==> config.mk <==
export PLATFORM = sky130hd
export DESIGN_NAME = sram_strobe_ctrl
export DESIGN_NICKNAME = d
export VERILOG_FILES = /design/src/rtl/sram_strobe_pkg.sv /design/src/rtl/sram_phase_timer.sv /design/src/rtl/sram_rd_capture.sv /design/src/rtl/sram_strobe_ctrl.sv
export SDC_FILE = /design/constraint.sdc
export NUM_CORES = 1
export LEC_CHECK = 0
export BUFFER_PORTS_ARGS = -buffer_cell sky130_fd_sc_hd__buf_2
export CORE_MARGIN = 10
export CORE_UTILIZATION = 44
export DETAILED_ROUTE_END_ITERATION = 8
export PLACE_DENSITY = 0.73
export SYNTH_ARGS = -nofsm -noshare
export SYNTH_HDL_FRONTEND = slang
export SYNTH_SLANG_ARGS = --single-unit
==> constraint.sdc <==
create_clock -name clk -period 1.9 [get_ports clk]
set_clock_uncertainty 0.05 [all_clocks]
set_input_delay 0.285 -clock clk [delete_from_list [all_inputs] [get_ports clk]]
set_output_delay 0.285 -clock clk [all_outputs]
set_load 0.02 [all_outputs]
==> src/rtl/sram_strobe_pkg.sv <==
`timescale 1ns/1ps
package sram_strobe_pkg;

    typedef enum logic [2:0] {
        ST_IDLE,
        ST_TURN,
        ST_W_SETUP,
        ST_W_RELEASE,
        ST_W_DRIVE,
        ST_W_HOLD,
        ST_R_ACCESS
    } ctrl_state_e;

    // Nanoseconds to clock cycles, rounded up, never below one.
    function automatic int ns_to_cycles(input int ns, input int clk_ns);
        int c;
        c = (ns + clk_ns - 1) / clk_ns;
        return (c < 1) ? 1 : c;
    endfunction

    function automatic int max_int(input int a, input int b);
        return (a > b) ? a : b;
    endfunction

endpackage

==> src/rtl/sram_phase_timer.sv <==
`timescale 1ns/1ps
module sram_phase_timer #(
    parameter int TW = 6
) (
    input  logic          clk,
    input  logic          rst_n,
    input  logic          load,
    input  logic [TW-1:0] len,
    output logic          last
);

    logic [TW-1:0] cnt_q;

    always_ff @(posedge clk or negedge rst_n) begin
        if (!rst_n) begin
            cnt_q <= '0;
        end else if (load) begin
            cnt_q <= len - TW'(1);
        end else if (cnt_q != '0) begin
            cnt_q <= cnt_q - TW'(1);
        end
    end

    assign last = (cnt_q == '0);

endmodule

==> src/rtl/sram_rd_capture.sv <==
`timescale 1ns/1ps
module sram_rd_capture #(
    parameter int DW = 16
) (
    input  logic          clk,
    input  logic          rst_n,
    input  logic          cap_en,
    input  logic [DW-1:0] din,
    output logic [DW-1:0] dout
);

    always_ff @(posedge clk or negedge rst_n) begin
        if (!rst_n) begin
            dout <= '0;
        end else if (cap_en) begin
            dout <= din;
        end
    end

endmodule

==> src/rtl/sram_strobe_ctrl.sv <==
`timescale 1ns/1ps
module sram_strobe_ctrl
    import sram_strobe_pkg::*;
#(
    parameter int AW     = 8,
    parameter int DW     = 16,
    parameter int TW     = 6,
    parameter int CLK_NS = 10,
    parameter int T_RC   = 15,
    parameter int T_AA   = 15,
    parameter int T_ACE  = 15,
    parameter int T_WC   = 15,
    parameter int T_SCE  = 10,
    parameter int T_AW   = 10,
    parameter int T_PWE  = 9,
    parameter int T_SD   = 9,
    parameter int T_HD   = 0,
    parameter int T_HZWE = 7
) (
    input  logic          clk,
    input  logic          rst_n,
    input  logic          req_valid,
    input  logic          req_write,
    input  logic [AW-1:0] req_addr,
    input  logic [DW-1:0] req_wdata,
    output logic          req_ready,
    output logic          resp_done,
    output logic [DW-1:0] resp_rdata,
    output logic [AW-1:0] mem_addr,
    output logic          mem_ce_n,
    output logic          mem_we_n,
    output logic [DW-1:0] mem_dq_out,
    output logic          mem_dq_oe,
    input  logic [DW-1:0] mem_dq_in
);

    // Phase lengths in cycles
    localparam int C_ACC  = max_int(ns_to_cycles(T_RC, CLK_NS),
                                    max_int(ns_to_cycles(T_AA, CLK_NS), ns_to_cycles(T_ACE, CLK_NS)));
    localparam int C_HZ   = ns_to_cycles(T_HZWE, CLK_NS);
    localparam int C_HOLD = ns_to_cycles(T_HD, CLK_NS);
    localparam int C_DRV  = max_int(
        max_int(ns_to_cycles(T_SD, CLK_NS), ns_to_cycles(T_PWE, CLK_NS) - C_HZ),
        max_int(max_int(ns_to_cycles(T_WC, CLK_NS) - 1 - C_HOLD - C_HZ,
                        ns_to_cycles(T_SCE, CLK_NS) - 1 - C_HZ),
                max_int(ns_to_cycles(T_AW, CLK_NS) - 1 - C_HZ, 1)));

    ctrl_state_e   state_q, state_d;
    logic [AW-1:0] addr_q;
    logic [DW-1:0] wdata_q;
    logic          op_wr_q;
    logic          have_q;
    logic          accept;
    logic          tmr_load;
    logic          tmr_last;
    logic [TW-1:0] tmr_len;
    logic          cap_en;
    logic          ce_n_q, we_n_q, oe_q, done_q;

    assign accept = (state_q == ST_IDLE) && req_valid;

    // Next state
    always_comb begin
        state_d = state_q;
        unique case (state_q)
            ST_IDLE: begin
                if (req_valid) begin
                    if (have_q && (op_wr_q != req_write)) state_d = ST_TURN;
                    else if (req_write)                   state_d = ST_W_SETUP;
                    else                                  state_d = ST_R_ACCESS;
                end
            end
            ST_TURN:      if (tmr_last) state_d = op_wr_q ? ST_W_SETUP : ST_R_ACCESS;
            ST_W_SETUP:   if (tmr_last) state_d = ST_W_RELEASE;
            ST_W_RELEASE: if (tmr_last) state_d = ST_W_DRIVE;
            ST_W_DRIVE:   if (tmr_last) state_d = ST_W_HOLD;
            ST_W_HOLD:    if (tmr_last) state_d = ST_IDLE;
            ST_R_ACCESS:  if (tmr_last) state_d = ST_IDLE;
            default:      state_d = ST_IDLE;
        endcase
    end

    // Phase length of the state being entered
    always_comb begin
        unique case (state_d)
            ST_W_RELEASE: tmr_len = TW'(C_HZ);
            ST_W_DRIVE:   tmr_len = TW'(C_DRV);
            ST_W_HOLD:    tmr_len = TW'(C_HOLD);
            ST_R_ACCESS:  tmr_len = TW'(C_ACC);
            default:      tmr_len = TW'(1);
        endcase
    end

    assign tmr_load = (state_d != state_q);
    assign cap_en   = (state_q == ST_R_ACCESS) && tmr_last;

    // State register
    always_ff @(posedge clk or negedge rst_n) begin
        if (!rst_n) state_q <= ST_IDLE;
        else        state_q <= state_d;
    end

    // Request latch
    always_ff @(posedge clk or negedge rst_n) begin
        if (!rst_n) begin
            addr_q  <= '0;
            wdata_q <= '0;
            op_wr_q <= 1'b0;
            have_q  <= 1'b0;
        end else if (accept) begin
            addr_q  <= req_addr;
            wdata_q <= req_wdata;
            op_wr_q <= req_write;
            have_q  <= 1'b1;
        end
    end

    // Registered outputs decoded from the next state
    always_ff @(posedge clk or negedge rst_n) begin
        if (!rst_n) begin
            ce_n_q <= 1'b1;
            we_n_q <= 1'b1;
            oe_q   <= 1'b0;
            done_q <= 1'b0;
        end else begin
            ce_n_q <= !(state_d inside {ST_W_SETUP, ST_W_RELEASE, ST_W_DRIVE, ST_R_ACCESS});
            we_n_q <= !(state_d inside {ST_W_RELEASE, ST_W_DRIVE});
            oe_q   <= (state_d inside {ST_W_DRIVE, ST_W_HOLD});
            done_q <= ((state_q == ST_W_HOLD) || (state_q == ST_R_ACCESS)) && tmr_last;
        end
    end

    sram_phase_timer #(.TW(TW)) u_timer (
        .clk   (clk),
        .rst_n (rst_n),
        .load  (tmr_load),
        .len   (tmr_len),
        .last  (tmr_last)
    );

    sram_rd_capture #(.DW(DW)) u_capture (
        .clk    (clk),
        .rst_n  (rst_n),
        .cap_en (cap_en),
        .din    (mem_dq_in),
        .dout   (resp_rdata)
    );

    assign req_ready  = (state_q == ST_IDLE);
    assign resp_done  = done_q;
    assign mem_addr   = addr_q;
    assign mem_ce_n   = ce_n_q;
    assign mem_we_n   = we_n_q;
    assign mem_dq_oe  = oe_q;
    assign mem_dq_out = wdata_q;

endmodule

# After elaboration in Yosys (flattened, before gate mapping)
# Index checks and enable logic that the tools add are counted.
# totals
reg_bits	55
elab_cells	54
out_inout_bits	45
# classes
eq_ne	13
n_addsub	2
n_mux	13
n_reduce_logical	15
# ops
op	count
$mux 3	9
$eq 3x3->1 const B	6
$pmux 3 s6	1
$eq 3x2->1 const B	4
$mux 6	2
$logic_not 6->1	1
$reduce_bool 2->1	3
$reduce_bool 6->1	1
$sub 6x1->6 const B	1
$logic_and 1x1->1	4
$reduce_bool 4->1	1
$eq 3x1->1 const B	1
$logic_not 3->1	1
$ne 3x3->1	1
$sub 2x1->3 const B	1
$logic_not 1->1	2
$mux 2	1
$reduce_or 2->1	1
$logic_or 1x1->1	1
$ne 1x1->1	1

# Depth between registers and ports, before layout
# logic_depth
word_depth	9
mapped_depth	7
depth_no_buf	7

# By module
# A second synthesis with hierarchy kept.
# unflattened
hier_cells	184
area_unflattened_um2	2484.9
# modules_own_cells
module	cells_per_inst	instances	seq_area_each_um2	area_per_inst_um2
sram_strobe_ctrl	111	1	828.3	1463.9
sram_rd_capture	34	1	400.4	649.4
sram_phase_timer	39	1	150.1	371.6

# Worst setup path after synthesis
# No wires, ideal clock.
# synth_path
path_kind	register to register
from	register u_timer.cnt_q[0]
to	register we_n_q, in the netlist mem_we_n
path_stages_with_launch	8
required_ns	1.774
setup_ns	0.076
path_slack_ns	0.005
path_buffers	0
arrival_time_ns	1.769
cell_sequence	dfrtp_1 -> inv_1 -> ha_1 -> or3b_4 -> o31ai_4 -> o311ai_4 -> and3_4 -> mux2i_4
# synth_between
elab_chain_len	6
# synth_rtl
element	line	rtl
start: declaration	sram_phase_timer.sv:12	logic [TW-1:0] cnt_q;
start signal: assignment	sram_phase_timer.sv:18	cnt_q <= len - TW'(1);
start signal: assignment	sram_phase_timer.sv:20	cnt_q <= cnt_q - TW'(1);
$logic_not 6->1 *	sram_phase_timer.sv:24	assign last = (cnt_q == '0);
$mux 3 (on tied branches)	--	
$pmux 3 s6 *	sram_strobe_ctrl.sv:65	unique case (state_q)
named net state_d[2]	sram_strobe_ctrl.sv:48	ctrl_state_e state_q, state_d;
$eq 3x2->1 / $eq 3x3->1 (equally long branches)	sram_strobe_ctrl.sv:127	we_n_q <= !(state_d inside {ST_W_RELEASE, ST_W_DRIVE});
$reduce_bool 2->1 *	sram_strobe_ctrl.sv:127	
$logic_not 1->1 *	sram_strobe_ctrl.sv:127	
end signal: assignment	sram_strobe_ctrl.sv:127	
end: declaration	sram_strobe_ctrl.sv:58	logic ce_n_q, we_n_q, oe_q, done_q;
# The timed path passes the listed nets; every way through them passes the cells marked *.
# A chain may end at the register's enable or synchronous reset.

# Final worst setup path
# Ends and elaborated chain as after synthesis.

==> impl_metrics.tcl <==
set metrics [dict create \
    status "finished, final reports clean" \
    grt_pass1_wl_um 8980 \
    syn_area_um2 2360 \
    antenna_found_initial 0 \
    setup_ws_ns 0.0228 \
    setup_viol 0 \
    ir_worst_vdd_mv 0.936 \
    cts_max_level 2 \
    cts_tree "built" \
    worst-path-buf-inv 1 \
    power_switching_w 0.00239 \
    fin_cells 349 \
    p_clk_frac 0.109 \
    hold_violations 0 \
    clock_sinks 55 \
    comb_power_share 0.537 \
    dpl_worst_slack_ns -0.0410 \
    ys_async_sr_fraction 1.00 \
    worstHoldStart "mem_dq_in[7]" \
    grt_max_degree 39 \
    worstSetupEndpointType "register" \
    grt_busiest_layer "met2" \
    ctsRootBufferMaster "clkbuf_8" \
    r2r_end "mem_we_n$_DFF_PN1_" \
    slowest_stage "or3b_4" \
    wl_um 5450 \
    antennaDiodeCount 0 \
    drtAntennaViolNets 0 \
    drt_iter0_markers 38 \
    clkTransAtPathRegs_ns 0.10 \
    seq_area_frac_synth 0.585 \
    numCtsBuffers 5 \
    holdCritPathClass "primary input to register" \
    crit_required_ns 2.08 \
    dp.cells 336 \
    initial_core_util 0.459 \
    avgSynthCellArea_um2 13.9 \
    clkLatencyLatePin_ns 0.30 \
    fp.dieW_um 93.2 \
    syn_nets 215 \
    portBuffers 88 \
    p_per_area_nw_per_um2 1880 \
    nets 323 \
    hold_end "u_capture.dout[7]$_DFFE_PN0P_" \
    grt.met3_usage 0.0560 \
    grt_use_total 0.126 \
    synth_edf_count 0 \
    ff2ff_path_depth 7 \
    internal_power_w 0.00350 \
    leakagePower_nw 1.52 \
    grt_use_met1 0.138 \
    yosysWarnings 0 \
    dieArea_um2 8690 \
    startpoint_type "register" \
    synthToLayoutAreaGrowth_pct 32.9 \
    place_hpwl_um 4430 \
    drv_cap 0 \
    slew_viol_final 0 \
    ys_ff_latch 55 \
    cp_max_fo 5 \
    p_seq_frac 0.354 \
    crit_arrival_ns 2.06 \
    dr.pass1.iters 4 \
    path_delay_family "simple AND/OR/NAND/NOR gates" \
    layout_min_cycle_time_ns 1.88 \
    grt_pass1_vias 1864 \
    cp_cell_sequence "inv_2 -> ha_2 -> or3b_4 -> o31ai_4 -> o311ai_4 -> and3_4 -> mux2i_4" \
    grt_overflow_total 0 \
    synth.distinct_cells 43 \
    core_um2 5140 \
    fmax_mhz 533 \
    num_vias 1694 \
    drive_gt1_frac 0.613 \
    fin_crit_sh 0.988 \
    num_rows 26 \
    grt_util_met2 0.218 \
    gp_congestion 0.772 \
    drc 0 \
    worst_path_largest_cell_delay_ns 0.41 \
    reg2reg_slack_ns 0.02 \
    crit_type "register to register" \
    holdPathStages 2 \
    r2r-start "u_timer.cnt_q[0]$_DFFE_PN0P_" \
    io_pins 89 \
    wl_per_cell_um 15.6 \
    cts_max_path_buffers 2 \
    die_y_um 93.2 \
    max_slew_margin 0.721 \
    viasPerCell 4.85 \
    rsz0062_at_grt "yes" \
    synth-main-ff-cell "dfrtp_1" \
    syn-instance-count 170 \
    worstMarginPinSlew_ns 0.418 \
    switching_share 0.406 \
]
## worst register-to-register path: stages, from the launching register on
cell	delay, ns
dfrtp_1	0.39
inv_2	0.06
ha_2	0.17
or3b_4	0.41
o31ai_4	0.22
o311ai_4	0.16
and3_4	0.21
mux2i_4	0.12
## worst max path at each step
stage	startpoint	endpoint	slack, ns	cells after the start
after floorplan	u_timer.cnt_q[0]$_DFFE_PN0P_	mem_we_n$_DFF_PN1_	0.005	7
after global placement	u_timer.cnt_q[0]$_DFFE_PN0P_	mem_we_n$_DFF_PN1_	0.02	7
after detailed placement	u_timer.cnt_q[0]$_DFFE_PN0P_	mem_we_n$_DFF_PN1_	-0.04	7
after CTS	u_timer.cnt_q[0]$_DFFE_PN0P_	mem_we_n$_DFF_PN1_	0.001	7
after global routing	u_timer.cnt_q[0]$_DFFE_PN0P_	u_timer.cnt_q[0]$_DFFE_PN0P_	-0.08	7
final	u_timer.cnt_q[0]$_DFFE_PN0P_	mem_we_n$_DFF_PN1_	0.02	7
## cell families after synthesis
logic type	after synthesis	share of synthesized area
adder cells (fa/ha/maj)	1	0.00530
AO/OA/AOI/OAI	17	0.0621
AND/OR/NAND/NOR	39	0.0987
multiplexers	43	0.210
flip-flops	55	0.585
buffers and inverters	12	0.0286
XOR/XNOR	3	0.0111
## repair_timing
| item | in CTS | in global routing |
|---|---|---|
| endpoints found under the hold margin | 15 | 0 |
| hold buffers | 1 | 0 |
| resized for setup | 0 | 4 |
| setup buffers | 2 | 2 |
| endpoints found under the setup margin | 1 | 8 |
| pin swaps | 2 | 2 |
## placed cells by master, fill, tap and decap left out, types with 2 or more instances in the layout
cell type	instances
dfstp_2	2
nor3b_2	2
buf_2	88
nor2_1	9
dfrtp_1	53
mux2_2	38
a21oi_1	6
o21ai_0	2
clkbuf_8	5
mux2_1	3
or2_2	2
inv_1	4
buf_4	16
clkinv_2	2
nand2_1	7
buf_12	3
xnor2_1	2
or3_1	3
nor3_1	3
## power by group through the flow
stage / registers [W] / logic, W / clock network (W)
global route: 0.00217 / 0.00343 / 0.000704
CTS: 0.00209 / 0.00313 / 0.000663
detailed placement: 0.00211 / 0.00308 / 0
global placement: 0.00207 / 0.00304 / 0
floorplan: 0.00263 / 0.00148 / 0
finish: 0.00208 / 0.00316 / 0.000640
## final cells by class
cell class	count	area (um^2)
fillers	442	2000
clock buffers	5	68.8
clock inverters	3	18.8
inverters	5	18.8
multi-input cells	103	932
well taps	70	87.6
flip-flops and latches	55	1380
repair buffers	108	631
## synthesized netlist by cell type (2+ instances only)
master   instances  area [um^2]
o21ai_0          2         10.0
buf_4            3         22.5
mux2_2          38          428
buf_2            3         15.0
nor2_1           9         33.8
or2_2            2         12.5
nand2_1          7         26.3
mux2_1           3         33.8
nor3_1           3         15.0
dfstp_2          2         52.6
inv_1            5         18.8
dfrtp_1         53         1330
nor3b_2          2         25.0
or3_1            3         18.8
xnor2_1          2         17.5
a21oi_1          6         30.0
## metrics by stage
stage	cell area [um^2]	setup TNS [ns]	hold WS, ns	total power (W)	utilization
final	3140	0	0.137	0.00588	0.610
after global routing	3140	-0.196	0.135	0.00630	0.610
after CTS	3110	0	0.130	0.00588	0.604
after global placement	2990	0	0.193	0.00511	0.583
after detailed placement	2990	-0.0410	0.199	0.00519	0.583
after floorplan	2360	0	-0.0606	0.00411	-
## layer usage
metal  part of all wire  vias to the layer above  routed length, um
met5                  0                        -                  0
met4             0.0081                        0                 44
met3              0.079                        5                431
met2               0.50                       48               2750
met1               0.41                      826               2220
li1                   -                      815                  -
## registers in the layout, summed over array words and instances (netlist names)
register / flops
have_q: 1
mem_addr: 8
mem_ce_n: 1
mem_dq_oe: 1
mem_dq_out: 16
mem_we_n: 1
op_wr_q: 1
resp_done: 1
state_q: 3
u_capture.dout: 16
u_timer.cnt_q: 6
Note: power is estimated with default switching activity, not from simulation.
